===== src/rtl/npc_pred_pkg.sv =====
// Shared types for the next-PC predictor.
// Assumes a two-bit confidence counter whose upper bit gives the direction.
package npc_pred_pkg;

    typedef enum logic [1:0] {
        CTR_STRONG_NT = 2'd0,
        CTR_WEAK_NT   = 2'd1,
        CTR_WEAK_T    = 2'd2,
        CTR_STRONG_T  = 2'd3
    } ctr_t;

endpackage


===== src/rtl/npc_ctr_step.sv =====
// Saturating step of one confidence counter.
// Taken moves the counter up and not taken moves it down; it stops at both ends.
// An update that misses loads the weakly-taken value instead.
module npc_ctr_step
    import npc_pred_pkg::*;
(
    input  ctr_t cur,
    input  logic hit,
    input  logic taken,
    output ctr_t nxt
);

    // next counter value for the addressed entry
    always_comb begin
        if (!hit) begin
            nxt = CTR_WEAK_T;
        end else if (taken) begin
            nxt = (cur == CTR_STRONG_T) ? CTR_STRONG_T : ctr_t'(cur + 2'd1);
        end else begin
            nxt = (cur == CTR_STRONG_NT) ? CTR_STRONG_NT : ctr_t'(cur - 2'd1);
        end
    end

endmodule


===== src/rtl/npc_table.sv =====
// Direct-mapped entry storage: valid, tag, destination and counter for each entry.
// Has two combinational read ports (lookup and update) and one synchronous write.
// Reads return the registered state, so a same-cycle write shows up only one cycle later.
// Reset clears the valid bits and counters. Destinations and tags are not reset.
module npc_table
    import npc_pred_pkg::*;
#(
    parameter int PC_W  = 32,
    parameter int IDX_W = 4,
    parameter int TAG_W = PC_W - IDX_W - 2
) (
    input  logic             clk,
    input  logic             rst_n,
    input  logic [IDX_W-1:0] rd_idx,
    output logic             rd_valid,
    output logic [TAG_W-1:0] rd_tag,
    output logic [PC_W-1:0]  rd_tgt,
    output ctr_t             rd_ctr,
    input  logic [IDX_W-1:0] up_idx,
    output logic             up_valid,
    output logic [TAG_W-1:0] up_tag,
    output ctr_t             up_ctr,
    input  logic             wr_en,
    input  logic             wr_tgt_en,
    input  logic [IDX_W-1:0] wr_idx,
    input  logic [TAG_W-1:0] wr_tag,
    input  logic [PC_W-1:0]  wr_tgt,
    input  ctr_t             wr_ctr
);

    localparam int ENTRIES = 1 << IDX_W;

    logic [ENTRIES-1:0] valid_q;
    logic [TAG_W-1:0]   tag_q [ENTRIES];
    logic [PC_W-1:0]    tgt_q [ENTRIES];
    ctr_t               ctr_q [ENTRIES];

    // valid flag and counter state, cleared by reset
    always_ff @(posedge clk) begin
        if (!rst_n) begin
            valid_q <= '0;
            for (int e = 0; e < ENTRIES; e++) begin
                ctr_q[e] <= CTR_STRONG_NT;
            end
        end else if (wr_en) begin
            valid_q[wr_idx] <= 1'b1;
            ctr_q[wr_idx]   <= wr_ctr;
        end
    end

    // tag and destination payload, not reset
    always_ff @(posedge clk) begin
        if (rst_n && wr_en) begin
            tag_q[wr_idx] <= wr_tag;
        end
        if (rst_n && wr_tgt_en) begin
            tgt_q[wr_idx] <= wr_tgt;
        end
    end

    // lookup read port
    always_comb begin
        rd_valid = valid_q[rd_idx];
        rd_tag   = tag_q[rd_idx];
        rd_tgt   = tgt_q[rd_idx];
        rd_ctr   = ctr_q[rd_idx];
    end

    // update read port
    always_comb begin
        up_valid = valid_q[up_idx];
        up_tag   = tag_q[up_idx];
        up_ctr   = ctr_q[up_idx];
    end

endmodule


===== src/rtl/npc_select.sv =====
// Hit detection and next-address choice for the fetch address.
// A hit needs a valid entry with a matching tag. The prediction is taken when
// the counter's upper bit is set; otherwise the sequential address is used.
module npc_select
    import npc_pred_pkg::*;
#(
    parameter int PC_W  = 32,
    parameter int TAG_W = PC_W - 6
) (
    input  logic [PC_W-1:0]  pc,
    input  logic             ent_valid,
    input  logic [TAG_W-1:0] ent_tag,
    input  logic [PC_W-1:0]  ent_tgt,
    input  ctr_t             ent_ctr,
    output logic [PC_W-1:0]  npc,
    output logic             taken
);

    localparam logic [PC_W-1:0] STEP = PC_W'(4);

    logic hit;

    // compare tag and choose the next address
    always_comb begin
        hit   = ent_valid && (ent_tag == pc[PC_W-1 -: TAG_W]);
        taken = hit && ent_ctr[1];
        npc   = taken ? ent_tgt : pc + STEP;
    end

endmodule


===== src/rtl/fetch_next_pc_predictor.sv =====
// Top of the next-PC predictor.
// A lookup indexes the table with address bits [IDX_W+1:2] and compares the upper bits as a tag.
// The update port applies one resolved branch per cycle: a counter step on a hit,
// an allocation on a taken miss, and a destination rewrite on a mispredicted taken hit.
// Assumes at most one update per cycle and word-aligned instruction addresses.
module fetch_next_pc_predictor
    import npc_pred_pkg::*;
#(
    parameter int PC_W  = 32,
    parameter int IDX_W = 4
) (
    input  logic            clk,
    input  logic            rst_n,
    input  logic [PC_W-1:0] fetch_pc,
    output logic [PC_W-1:0] pred_npc,
    output logic            pred_taken,
    input  logic            upd_valid,
    input  logic [PC_W-1:0] upd_pc,
    input  logic            upd_taken,
    input  logic [PC_W-1:0] upd_target,
    input  logic            upd_mispredict
);

    localparam int TAG_W = PC_W - IDX_W - 2;

    logic [IDX_W-1:0] rd_idx, up_idx;
    logic [TAG_W-1:0] up_tag_in;
    logic             rd_valid, up_valid;
    logic [TAG_W-1:0] rd_tag, up_tag;
    logic [PC_W-1:0]  rd_tgt;
    ctr_t             rd_ctr, up_ctr, ctr_new;
    logic             upd_hit;
    logic             wr_en, wr_tgt_en;

    // split both addresses into index and tag
    always_comb begin
        rd_idx    = fetch_pc[IDX_W+1:2];
        up_idx    = upd_pc[IDX_W+1:2];
        up_tag_in = upd_pc[PC_W-1 -: TAG_W];
    end

    // decide what the resolved branch writes
    always_comb begin
        upd_hit   = up_valid && (up_tag == up_tag_in);
        wr_en     = upd_valid && (upd_hit || upd_taken);
        wr_tgt_en = upd_valid && upd_taken && (!upd_hit || upd_mispredict);
    end

    npc_ctr_step ctr_i (
        .cur   (up_ctr),
        .hit   (upd_hit),
        .taken (upd_taken),
        .nxt   (ctr_new)
    );

    npc_table #(.PC_W(PC_W), .IDX_W(IDX_W), .TAG_W(TAG_W)) table_i (
        .clk       (clk),
        .rst_n     (rst_n),
        .rd_idx    (rd_idx),
        .rd_valid  (rd_valid),
        .rd_tag    (rd_tag),
        .rd_tgt    (rd_tgt),
        .rd_ctr    (rd_ctr),
        .up_idx    (up_idx),
        .up_valid  (up_valid),
        .up_tag    (up_tag),
        .up_ctr    (up_ctr),
        .wr_en     (wr_en),
        .wr_tgt_en (wr_tgt_en),
        .wr_idx    (up_idx),
        .wr_tag    (up_tag_in),
        .wr_tgt    (upd_target),
        .wr_ctr    (ctr_new)
    );

    npc_select #(.PC_W(PC_W), .TAG_W(TAG_W)) sel_i (
        .pc        (fetch_pc),
        .ent_valid (rd_valid),
        .ent_tag   (rd_tag),
        .ent_tgt   (rd_tgt),
        .ent_ctr   (rd_ctr),
        .npc       (pred_npc),
        .taken     (pred_taken)
    );

endmodule


===== config.mk =====
export PLATFORM = sky130hd
export DESIGN_NAME = fetch_next_pc_predictor
export DESIGN_NICKNAME = d
export VERILOG_FILES = /design/src/rtl/npc_pred_pkg.sv /design/src/rtl/npc_ctr_step.sv /design/src/rtl/npc_table.sv /design/src/rtl/npc_select.sv /design/src/rtl/fetch_next_pc_predictor.sv
export SDC_FILE = /design/constraint.sdc
export NUM_CORES = 1
export LEC_CHECK = 0
export ABC_AREA = 1
export ABC_CLOCK_PERIOD_IN_PS = 5970
export BUFFER_PORTS_ARGS = -buffer_cell sky130_fd_sc_hd__buf_4
export CORE_ASPECT_RATIO = 0.5
export CORE_MARGIN = 2
export CORE_UTILIZATION = 35
export CTS_CLUSTER_DIAMETER = 30
export DETAILED_ROUTE_END_ITERATION = 7
export MAX_ROUTING_LAYER = met4
export SETUP_SLACK_MARGIN = 0.5
export SLEW_MARGIN = 20
export SYNTH_ARGS = -nofsm -noshare
export SYNTH_HDL_FRONTEND = slang
export SYNTH_SLANG_ARGS = --single-unit

===== constraint.sdc =====
create_clock -name clk -period 5.97 [get_ports clk]
set_input_delay 0.2985 -clock clk [delete_from_list [all_inputs] [get_ports clk]]
set_output_delay 0.2985 -clock clk [all_outputs]
set_load 0.05 [all_outputs]

Word level (Yosys, flattened, before mapping)
Memory sizes are Yosys's and may differ from the RTL's.
Index checks and enable logic that the tools add are counted.
{"block": "word_totals", "register_bits": 16, "latchBits": 0, "mem_bits_rw": 960, "rom_bits": 0, "inputBits": 101, "output_inout_bits": 33, "word_cells": 50, "memories": 3}
{"memory": "table_i.tgt_q", "depth": 16, "word_bits": 32, "read_ports": 1, "rd_clocked_by_memory_dff": 0, "wr": 1, "line": "npc_table.sv:35", "text": "logic [PC_W-1:0] tgt_q [ENTRIES];"}
{"memory": "table_i.tag_q", "depth": 16, "word_bits": 26, "read_ports": 2, "rd_clocked_by_memory_dff": 0, "wr": 1, "line": "npc_table.sv:34", "text": "logic [TAG_W-1:0] tag_q [ENTRIES];"}
{"memory": "table_i.ctr_q", "depth": 16, "word_bits": 2, "read_ports": 2, "rd_clocked_by_memory_dff": 0, "wr": 16, "line": "npc_table.sv:36", "text": "ctr_t ctr_q [ENTRIES];"}
{"block": "classes", "n_addsub": 3, "n_mul": 0, "n_div": 0, "n_lt_le_gt_ge": 3, "n_eq_ne": 3, "shifts": 0, "muxes": 22, "n_bitwise": 1, "n_reduce_logical": 14}
{"cell": "== test 26 bit", "n": 2}
{"cell": "adder 32 x 3 -> 32 bit, second input constant", "n": 1}
{"cell": "2-to-1 mux 32 bit", "n": 1}
{"cell": "bitwise OR 16 bit", "n": 1}
{"cell": "2-to-1 mux 1 bit", "n": 12}
{"cell": "< comparator 4 x 5 -> 1 bit, second input constant", "n": 2}
{"cell": "2-to-1 mux 2 bit", "n": 5}
{"cell": "logical AND 1 bit", "n": 9}
{"cell": "binary-select mux 1 bit (select 4 bit)", "n": 2}
{"cell": "demux 1 bit (select 4 bit)", "n": 1}
{"cell": "greater-or-equal comparator 4 x 1 -> 1 bit, second input constant", "n": 1}
{"cell": "2-to-1 mux 4 bit", "n": 1}
{"cell": "adder 2 x 1 -> 2 bit, second input constant", "n": 1}
{"cell": "== test 2 bit, second input constant", "n": 1}
{"cell": "logical NOT 2 bit", "n": 1}
{"cell": "logical OR 1 bit", "n": 2}
{"cell": "OR reduction 2 bit", "n": 1}
{"cell": "subtractor 2 x 1 -> 2 bit, second input constant", "n": 1}
{"cell": "logical NOT 1 bit", "n": 1}

Depth between registers and ports, before layout
Gate-level depths: netlist of run 1.
{"block": "logic_depth", "depth_word": 10, "depth_mapped": 22, "depth_no_buf": 18}

Hierarchy
Synthesis of run 1 repeated with hierarchy kept, for this count alone.
{"block": "unflattened", "cells_unflattened": 5782, "hier_area_um2": 49277.3}
{"module": "npc_table", "instances": 1, "cells_per_inst": 5139, "area_each_um2": 46569.7, "seq_area_each_um2": 29148.0}
{"module": "npc_select", "instances": 1, "cells_per_inst": 483, "area_each_um2": 2077.0, "seq_area_each_um2": 0.0}
{"module": "fetch_next_pc_predictor", "instances": 1, "cells_per_inst": 153, "area_each_um2": 596.8, "seq_area_each_um2": 0.0}
{"module": "npc_ctr_step", "instances": 1, "cells_per_inst": 7, "area_each_um2": 33.8, "seq_area_each_um2": 0.0}

Worst setup path before layout of run 1
Ideal clock, no wire load.
{"block": "synth_path", "path_type": "in2reg", "start": "in upd_pc[3]", "end": "mem table_i.tgt_q[6][0] (enable)", "setup_ns": 0.421, "arrival_ns": 3.354, "required_time_ns": 5.549, "setup_slack_ns": 2.195, "cell_stages": 19, "n_path_buf": 4, "path_cell_list": "clkbuf_2 > inv_1 > buf_2 > clkbuf_1 > nand2_1 > nand2_1 > nand2_1 > nand2_1 > nor2_1 > nor2_1 > nor2_1 > nand2_1 > nor2_1 > nand2_1 > nor2_1 > nand3b_1 > nand3_1 > buf_2 > nor2_1"}
{"block": "synth_between", "elab_chain_cells": 9, "word_cells_on_any_way": 11, "cone_classes": "eq/ne: 1; mux: 4; reduce/logical: 5; memory: 1"}
{"element": "start: declaration", "line": "fetch_next_pc_predictor.sv:18", "text": "input logic [PC_W-1:0] upd_pc,"}
{"element": "memory (16 x 26 bit) / binary-select mux 1 bit (select 4 bit) (equally long branches)"}
{"element": "== test 26 bit / 2-to-1 mux 1 bit (equally long branches)", "line": "fetch_next_pc_predictor.sv:44, npc_table.sv:71"}
{"element": "logical AND 1 bit", "line": "fetch_next_pc_predictor.sv:44", "text": "upd_hit = up_valid && (up_tag == up_tag_in);"}
{"element": "logical NOT 1 bit"}
{"element": "logical OR 1 bit", "line": "fetch_next_pc_predictor.sv:46", "text": "wr_tgt_en = upd_valid && upd_taken && (!upd_hit || upd_mispredict);"}
{"element": "logical AND 1 bit", "line": "fetch_next_pc_predictor.sv:46"}
{"element": "logical AND 1 bit", "line": "npc_table.sv:56", "text": "if (rst_n && wr_tgt_en) begin"}
{"element": "2-to-1 mux 1 bit", "line": "npc_table.sv:56"}
{"element": "2-to-1 mux 1 bit (not written as such)", "line": "npc_table.sv:57", "text": "tgt_q[wr_idx] <= wr_tgt;"}
{"element": "end: declaration", "line": "npc_table.sv:35"}
Several ways; a longest one is shown, not always the timed one. The select of a mux whose other input is x is not followed.

Worst setup path after layout of run 1
{"block": "layout_path", "start": "in fetch_pc[4]", "end": "out pred_npc[6]"}
{"block": "layout_between", "elab_chain_cells": 5, "word_cells_on_any_way": 10, "cone_classes": "add/sub: 1; eq/ne: 1; mux: 3; reduce/logical: 2; memory: 3"}
{"element": "start: declaration", "line": "fetch_next_pc_predictor.sv:14", "text": "input logic [PC_W-1:0] fetch_pc,"}
{"element": "memory (16 x 26 bit) / binary-select mux 1 bit (select 4 bit) (equally long branches)"}
{"element": "== test 26 bit / 2-to-1 mux 1 bit (equally long branches)", "line": "npc_select.sv:25, npc_table.sv:63"}
{"element": "logical AND 1 bit", "line": "npc_select.sv:25", "text": "hit = ent_valid && (ent_tag == pc[PC_W-1 -: TAG_W]);"}
{"element": "logical AND 1 bit", "line": "npc_select.sv:26", "text": "taken = hit && ent_ctr[1];"}
{"element": "2-to-1 mux 32 bit (*)", "line": "npc_select.sv:27", "text": "npc = taken ? ent_tgt : pc + STEP;"}
{"element": "end: declaration", "line": "fetch_next_pc_predictor.sv:15", "text": "output logic [PC_W-1:0] pred_npc,"}
Mark *: on every way between the ends. The rest lies on a longest branch, timed or not. The select of a mux whose other input is x is not followed.

==> results of run 1 <==
## area by class of cell
cell class | count | area, um2 | share of cell area
Sequential cell | 976 | 29100 | 0.537
Multi-Input combinational cell | 3070 | 14000 | 0.257
Clock buffer | 185 | 4210 | 0.0776
Timing Repair Buffer | 278 | 2430 | 0.0448
Tap cell | 1710 | 2140 | 0.0394
Clock inverter | 112 | 1320 | 0.0243
Inverter | 286 | 1090 | 0.0201
Antenna cell | 6 | 15.0 | 0.000276
## tightest hold or removal path: stages
cell and delay (ns):
buf_4 0.13, nand2_1 0.21, nor2_1 0.13, nand3_2 0.13
nand2_1 0.06
## cells in the mapped netlist, drive strengths merged
| master | count |
|---|---|
| inv | 283 |
| nand3b | 3 |
| nand4 | 8 |
| o21ai | 615 |
| clkbuf | 139 |
| o22ai | 90 |
| nand2 | 1257 |
| a22oi | 16 |
| ha | 1 |
| o21bai | 9 |
| nor2 | 562 |
| dfxtp | 16 |
| xor2 | 24 |
| nor4 | 4 |
| xnor2 | 1 |
| edfxtp | 960 |
| and2 | 1 |
| o221ai | 47 |
| nor3b | 2 |
| o211ai | 63 |
| nor3 | 24 |
| buf | 142 |
| clkinv | 3 |
| a21oi | 145 |
| nand3 | 197 |
| or4 | 1 |
## state kept, by name (all words and copies together), names as in the netlist
name             flops
table_i.ctr_q       32
table_i.valid_q     16
table_i.tag_q      416
table_i.tgt_q      512
## through the flow
stage | total power, mW | cell area, um2 | setup slack, ns
finish | 18.4 | 54300 | 1.50
global route | 18.9 | 54300 | 1.27
global placement | 9.03 | 48200 | 1.23
detailed placement | 9.06 | 48200 | 1.24
CTS | 18.5 | 54300 | 1.60
floorplan | 8.52 | 45400 | 2.19
## routing by layer
metal / up-vias / wire length [um] / track usage
li1: 16300 / - / -
met1: 17300 / 59700 / 0.281
met4: 0 / 6250 / 0.112
met3: 336 / 11300 / 0.0308
met2: 1705 / 67700 / 0.343
met5: - / 0 / -
## cell families after synthesis
logic type               share of synthesized area
adder cells (fa/ha/maj)                   0.000276
flip-flops                                   0.642
AND/OR/NAND/NOR                              0.180
buffers and inverters                       0.0530
AO/OA/AOI/OAI                                0.120
XOR/XNOR                                   0.00483
## path summary, 6_finish.rpt
kind / endpoint / slack [ns] / cells after the start
min: table_i.valid_q[14] / 0.24 / 5
min reg2reg: table_i.valid_q[12] / 0.46 / 2
max reg2reg: table_i.tag_q[6][1] / 2.14 / 16
max: pred_npc[6] / 1.50 / 17
## report_power, final
| part | switching [mW] | internal, mW | total, mW | leakage (nW) |
|---|---|---|---|---|
| clock | 3.42 | 6.03 | 9.45 | 2.68 |
| sequential | 0.0188 | 7.59 | 7.61 | 8.80 |
| combinational | 0.998 | 0.381 | 1.38 | 9.09 |
| total | 4.44 | 14.0 | 18.4 | 20.6 |
==> metrics, run 1 <==
share of layout cells above drive strength 1 0.108; Synth Instances 4613; Area growth, synth to finish 19.7%; clk sinks 976; Largest stage delay, worst path 0.56 ns; CTS tree done; Mapped Area 0.0454 mm2; endpoints failing hold 0; CP bufs+invs 5; # setup viols final 0; Clk pin slew, worst setup/hold paths 0.05 ns; WS Path Type in2out; CTS Root Cell clkbuf_16; fin crit share 0.748; most frequent cells in the layout nand2_1 (1254), edfxtp_1 (960), o21ai_0 (556); final WL 145 mm; Fin Setup TNS 0 ns; leading area contributor after synthesis edfxtp_1; Leakage 20.6 nW; die width 513 um; number of remaining DRC errors 0; synthesized flop and latch total 976; syn nets 4715; f_max 0.224 GHz; Setup Buffers After CTS 0; syn_area_per_cell 9.84 um2; max_cap viols 0; antenna viol nets, final 0; Slew Limit Fails 0; share of the synthesized area in the top cell type 0.635; Core ar. 0.129 mm2; outcome complete, no violations; nets 4875; Crit. End Element output port; min cycle time layout 4.47 ns; Worst Hold Class in2reg; Worst Max-Slew Pin Slew 1.14 ns; YS warnings 0; # fillers 12000; die area 0.133 mm2; Hold Crit Start upd_pc[4]; Hold WS 0.242 ns; Placed Cells 6261; Arr. time, crit path 4.17 ns; initial core utilization 0.353; largest net degree at the start of global routing 231; RSZ-0062 raised after global routing false; vias 35600; Congestion Overflow GR 0; clock buffer count from CTS 161; clk buf depth 3; GPL Wtd Cong 0.904; sequential area share after synthesis 0.642; largest fanout on the critical path 41; GR Util All Layers 0.220; vias in the first global route 33900; drt first pass iters 6; Core Util, Final 0.422; pwr/cell area 339 mW/mm2; worst r2r src table_i.tag_q[9][15]; initial antenna violation count 6; routed len/inst 21.9 um; slowest CP cell buf_4; CP delay by family, top buffers and inverters; H-Tree Level Count 4; initial DRC count 4327; standard-cell row count 93; Unique masters post-synth 37; Max VDD drop 0.322 mV; Die Y 259 um; crit-path cells buf_4, buf_4, buf_4, o211ai_1, nand3_1, nand2_1, nand2_1, nand2_1, nor2_1, nand2_1, nor2_1, nand2_2, nor2_8, buf_4, nand2_1, o21ai_1, buf_4; commonest non-fill, non-tap cell in the layout nand2_1; global-route wire length before repair 212 mm; CP Launch Point fetch_pc[4]; detailed placement HPWL 80.3 mm; Worst Setup Start Kind input port; I/O pin total 134; hold-fix buffers at CTS 59; Synth area leaders edfxtp_1 (64%), nand2_1 (10%), o21ai_0 (6.1%); Critical Path RT 5.67 ns; post-cts resize count 0; non-filler instance count after layout 6623; relative slew slack 0.239; number of port buffers 131; Clock Skew 0.0295 ns; clk_lat worst skew 0.78 ns; DR vias/cell 5.38
No activity file was read; power rests on OpenSTA's default activity.
==> run 2: changes to the inputs <==
--- a/config.mk
+++ b/config.mk
@@ -5,8 +5,8 @@
 export SDC_FILE = /design/constraint.sdc
 export NUM_CORES = 1
 export LEC_CHECK = 0
-export ABC_AREA = 1
-export ABC_CLOCK_PERIOD_IN_PS = 5970
+export ABC_AREA = 0
+export ABC_CLOCK_PERIOD_IN_PS = 3600
 export BUFFER_PORTS_ARGS = -buffer_cell sky130_fd_sc_hd__buf_4
 export CORE_ASPECT_RATIO = 0.5
 export CORE_MARGIN = 2
==> constraint.sdc (replaced) <==
create_clock -name clk -period 3.6 [get_ports clk]
set_input_delay 0.18 -clock clk [delete_from_list [all_inputs] [get_ports clk]]
set_output_delay 0.18 -clock clk [all_outputs]
set_load 0.05 [all_outputs]
==> metrics, run 2 <==
syn_area_per_cell 20.0 um2; sequential share of power 0.442; Post-synth EDFFs 960; Switching Share 0.226; RSZ-0062 raised after global routing true; GR Util All Layers 0.203; Largest regs table_i.tgt_q (512), table_i.tag_q (416), table_i.ctr_q (32); Critical Path RT 3.42 ns; violated checks negative setup slack; commonest non-fill, non-tap cell in the layout edfxtp_1; GPL Wtd Cong 0.883; initial antenna violation count 4; Worst Max-Slew Pin Slew 1.00 ns; Top FF cell, synth edfxtp_1; Clk pin slew, worst setup/hold paths 0.05 ns; H-Tree Level Count 4; detailed placement HPWL 81.9 mm; Area growth, synth to finish 29.4%; Tot Pwr 28.6 mW; fin worst setup slack -0.533 ns; Leakage 18.7 nW; relative slew slack 0.330; largest net degree at the start of global routing 63; Arr. time, crit path 3.95 ns; FFs w/ async S/R, synth 0; switching power total 6.47 mW; syn nets 2276; min cycle time layout 4.13 ns; Hold WS 0.148 ns; CTS Root Cell clkbuf_16; pwr/cell area 508 mW/mm2; number of remaining DRC errors 0; Slew Limit Fails 0; clock buffer count from CTS 145; Worst Setup Start Kind flop; clk buf depth 3; CTS tree done; routed len/inst 28.5 um; YS warnings 0; # fillers 10400; max reg flops 512; initial core utilization 0.352; global-route wire length before repair 179 mm; Multi-input gate area 0.0139 mm2; Max VDD drop 0.469 mV; clk sinks 976; Congestion Overflow GR 0; Largest Register table_i.tgt_q; Die Y 253 um; Mapped Area 0.0434 mm2; Unique masters post-synth 76; vias 24900; combinational share of power 0.079; Seq. cell area 0.0291 mm2; synthesized flop and latch total 976; share of the synthesized area in the top cell type 0.664; nets 2811; share of layout cells above drive strength 1 0.420; clock share of power 0.479; f_max 0.242 GHz; most frequent cells in the layout edfxtp_1 (960), mux4_2 (358), buf_4 (273); sequential area share after synthesis 0.671; final WL 128 mm; top-count cell post-synth edfxtp_1; crit-path cells mux4_2, mux4_2, xnor2_2, nand3_1, nor3_2, buf_4, nand4_4, buf_12, mux2_4, buf_6; DR vias/cell 5.52; vias in the first global route 25000; Synth Instances 2174; die area 0.127 mm2; Synth area leaders edfxtp_1 (66%), mux4_2 (19%), mux2i_1 (2.7%); slowest CP cell mux4_2; clk_lat worst skew 0.76 ns; Crit. End Element output port; initial DRC count 2779; max_cap viols 0; outcome complete, but fails checks; # setup viols final 33; antenna viol nets, final 0; endpoints failing hold 0; most frequent CP cell mux4_2; standard-cell row count 91; Core ar. 0.123 mm2; largest fanout on the critical path 18; die width 502 um; Clock Skew 0.0343 ns; I/O pin total 134; fin crit share 1.15; number of port buffers 131; Worst Hold Class in2reg; Int Pwr 22.1 mW; drt first pass iters 6; WS Path Type reg2out; Largest stage delay, worst path 0.63 ns; commonest cells in the netlist edfxtp_1 (960), mux4_2 (357), mux2i_1 (118), nand2_1 (87), xnor2_1 (65); leading area contributor after synthesis edfxtp_1
[run 2: metal layers]
layer,share of wire,up-vias,wire length [um],GRT usage
li1,-,10300,-,-
met1,0.41,13200,53200,0.265
met2,0.49,1175,62800,0.327
met3,0.070,212,8930,0.0319
met4,0.027,0,3480,0.0627
met5,0,-,0,-
[run 2: worst max-delay path, delay by kind of cell, from the launching register on]
family                 cells  cell delay, ns
buffers and inverters      3            0.55
AND/OR/NAND/NOR            3            0.53
flip-flops                 1            0.42
multiplexers               3            1.45
XOR/XNOR                   1            0.19
[run 2: what timing repair did]
item,4_1_cts,5_1_grt
hold buffers,59,0
endpoints found under the setup margin,1021,1038
cloned,9,25
pin swaps,22,24
hold endpoints to repair,976,0
gates resized for setup,60,64
setup buffers,20,28
[run 2: power groups by stage]
| stage | logic (mW) | registers [mW] | clock network (mW) |
|---|---|---|---|
| finish | 2.27 | 12.6 | 13.7 |
| global route | 2.38 | 12.6 | 14.4 |
| CTS | 2.23 | 12.6 | 13.9 |
| detailed placement | 2.12 | 12.8 | 0 |
| global placement | 2.10 | 12.8 | 0 |
| floorplan | 1.23 | 12.8 | 0 |
[run 2: logic make-up (layout without fill, tap and decap cells)]
group / count (synthesis) / count (layout) / synth area share
multiplexers: 536 / 536 / 0.231
XOR/XNOR: 93 / 93 / 0.0188
buffers and inverters: 155 / 808 / 0.0216
other: 0 / 2 / 0
adder cells (fa/ha/maj): 2 / 2 / 0.000547
AND/OR/NAND/NOR: 247 / 247 / 0.0285
AO/OA/AOI/OAI: 165 / 165 / 0.0279
flip-flops: 976 / 976 / 0.671
[run 2: final cells by class]
type,count,share of cell area
diodes,2,0.0000891
clock buffers,176,0.0697
clock inverters,89,0.0145
inverters,18,0.00120
multi-input cells,1043,0.247
flip-flops and latches,976,0.519
well taps,1674,0.0373
repair buffers,525,0.111
[run 2: per-stage QoR]
stage,std cells,utilization,TNS [ns],worst slack [ns],area (um2)
after detailed placement,4095,0.398,-134.79,-0.248,49000
after floorplan,2174,-,-9.03,-0.0923,43800
after global routing,4502,0.456,-19.64,-0.613,56200
final,4503,0.456,-16.58,-0.533,56200
after global placement,4095,0.398,-155.31,-0.265,49000
after CTS,4448,0.446,-18.08,-0.576,55000
[run 2: path summary, 6_finish.rpt]
kind	to	slack, ns	cells after the start	from
min reg2reg	table_i.valid_q[6]	0.49	2	table_i.valid_q[6]
min	table_i.ctr_q[15][1]	0.15	4	upd_taken
max	pred_npc[29]	-0.53	10	table_i.tag_q[2][4]
max reg2reg	table_i.tag_q[8][12]	0.01	14	table_i.tag_q[4][12]
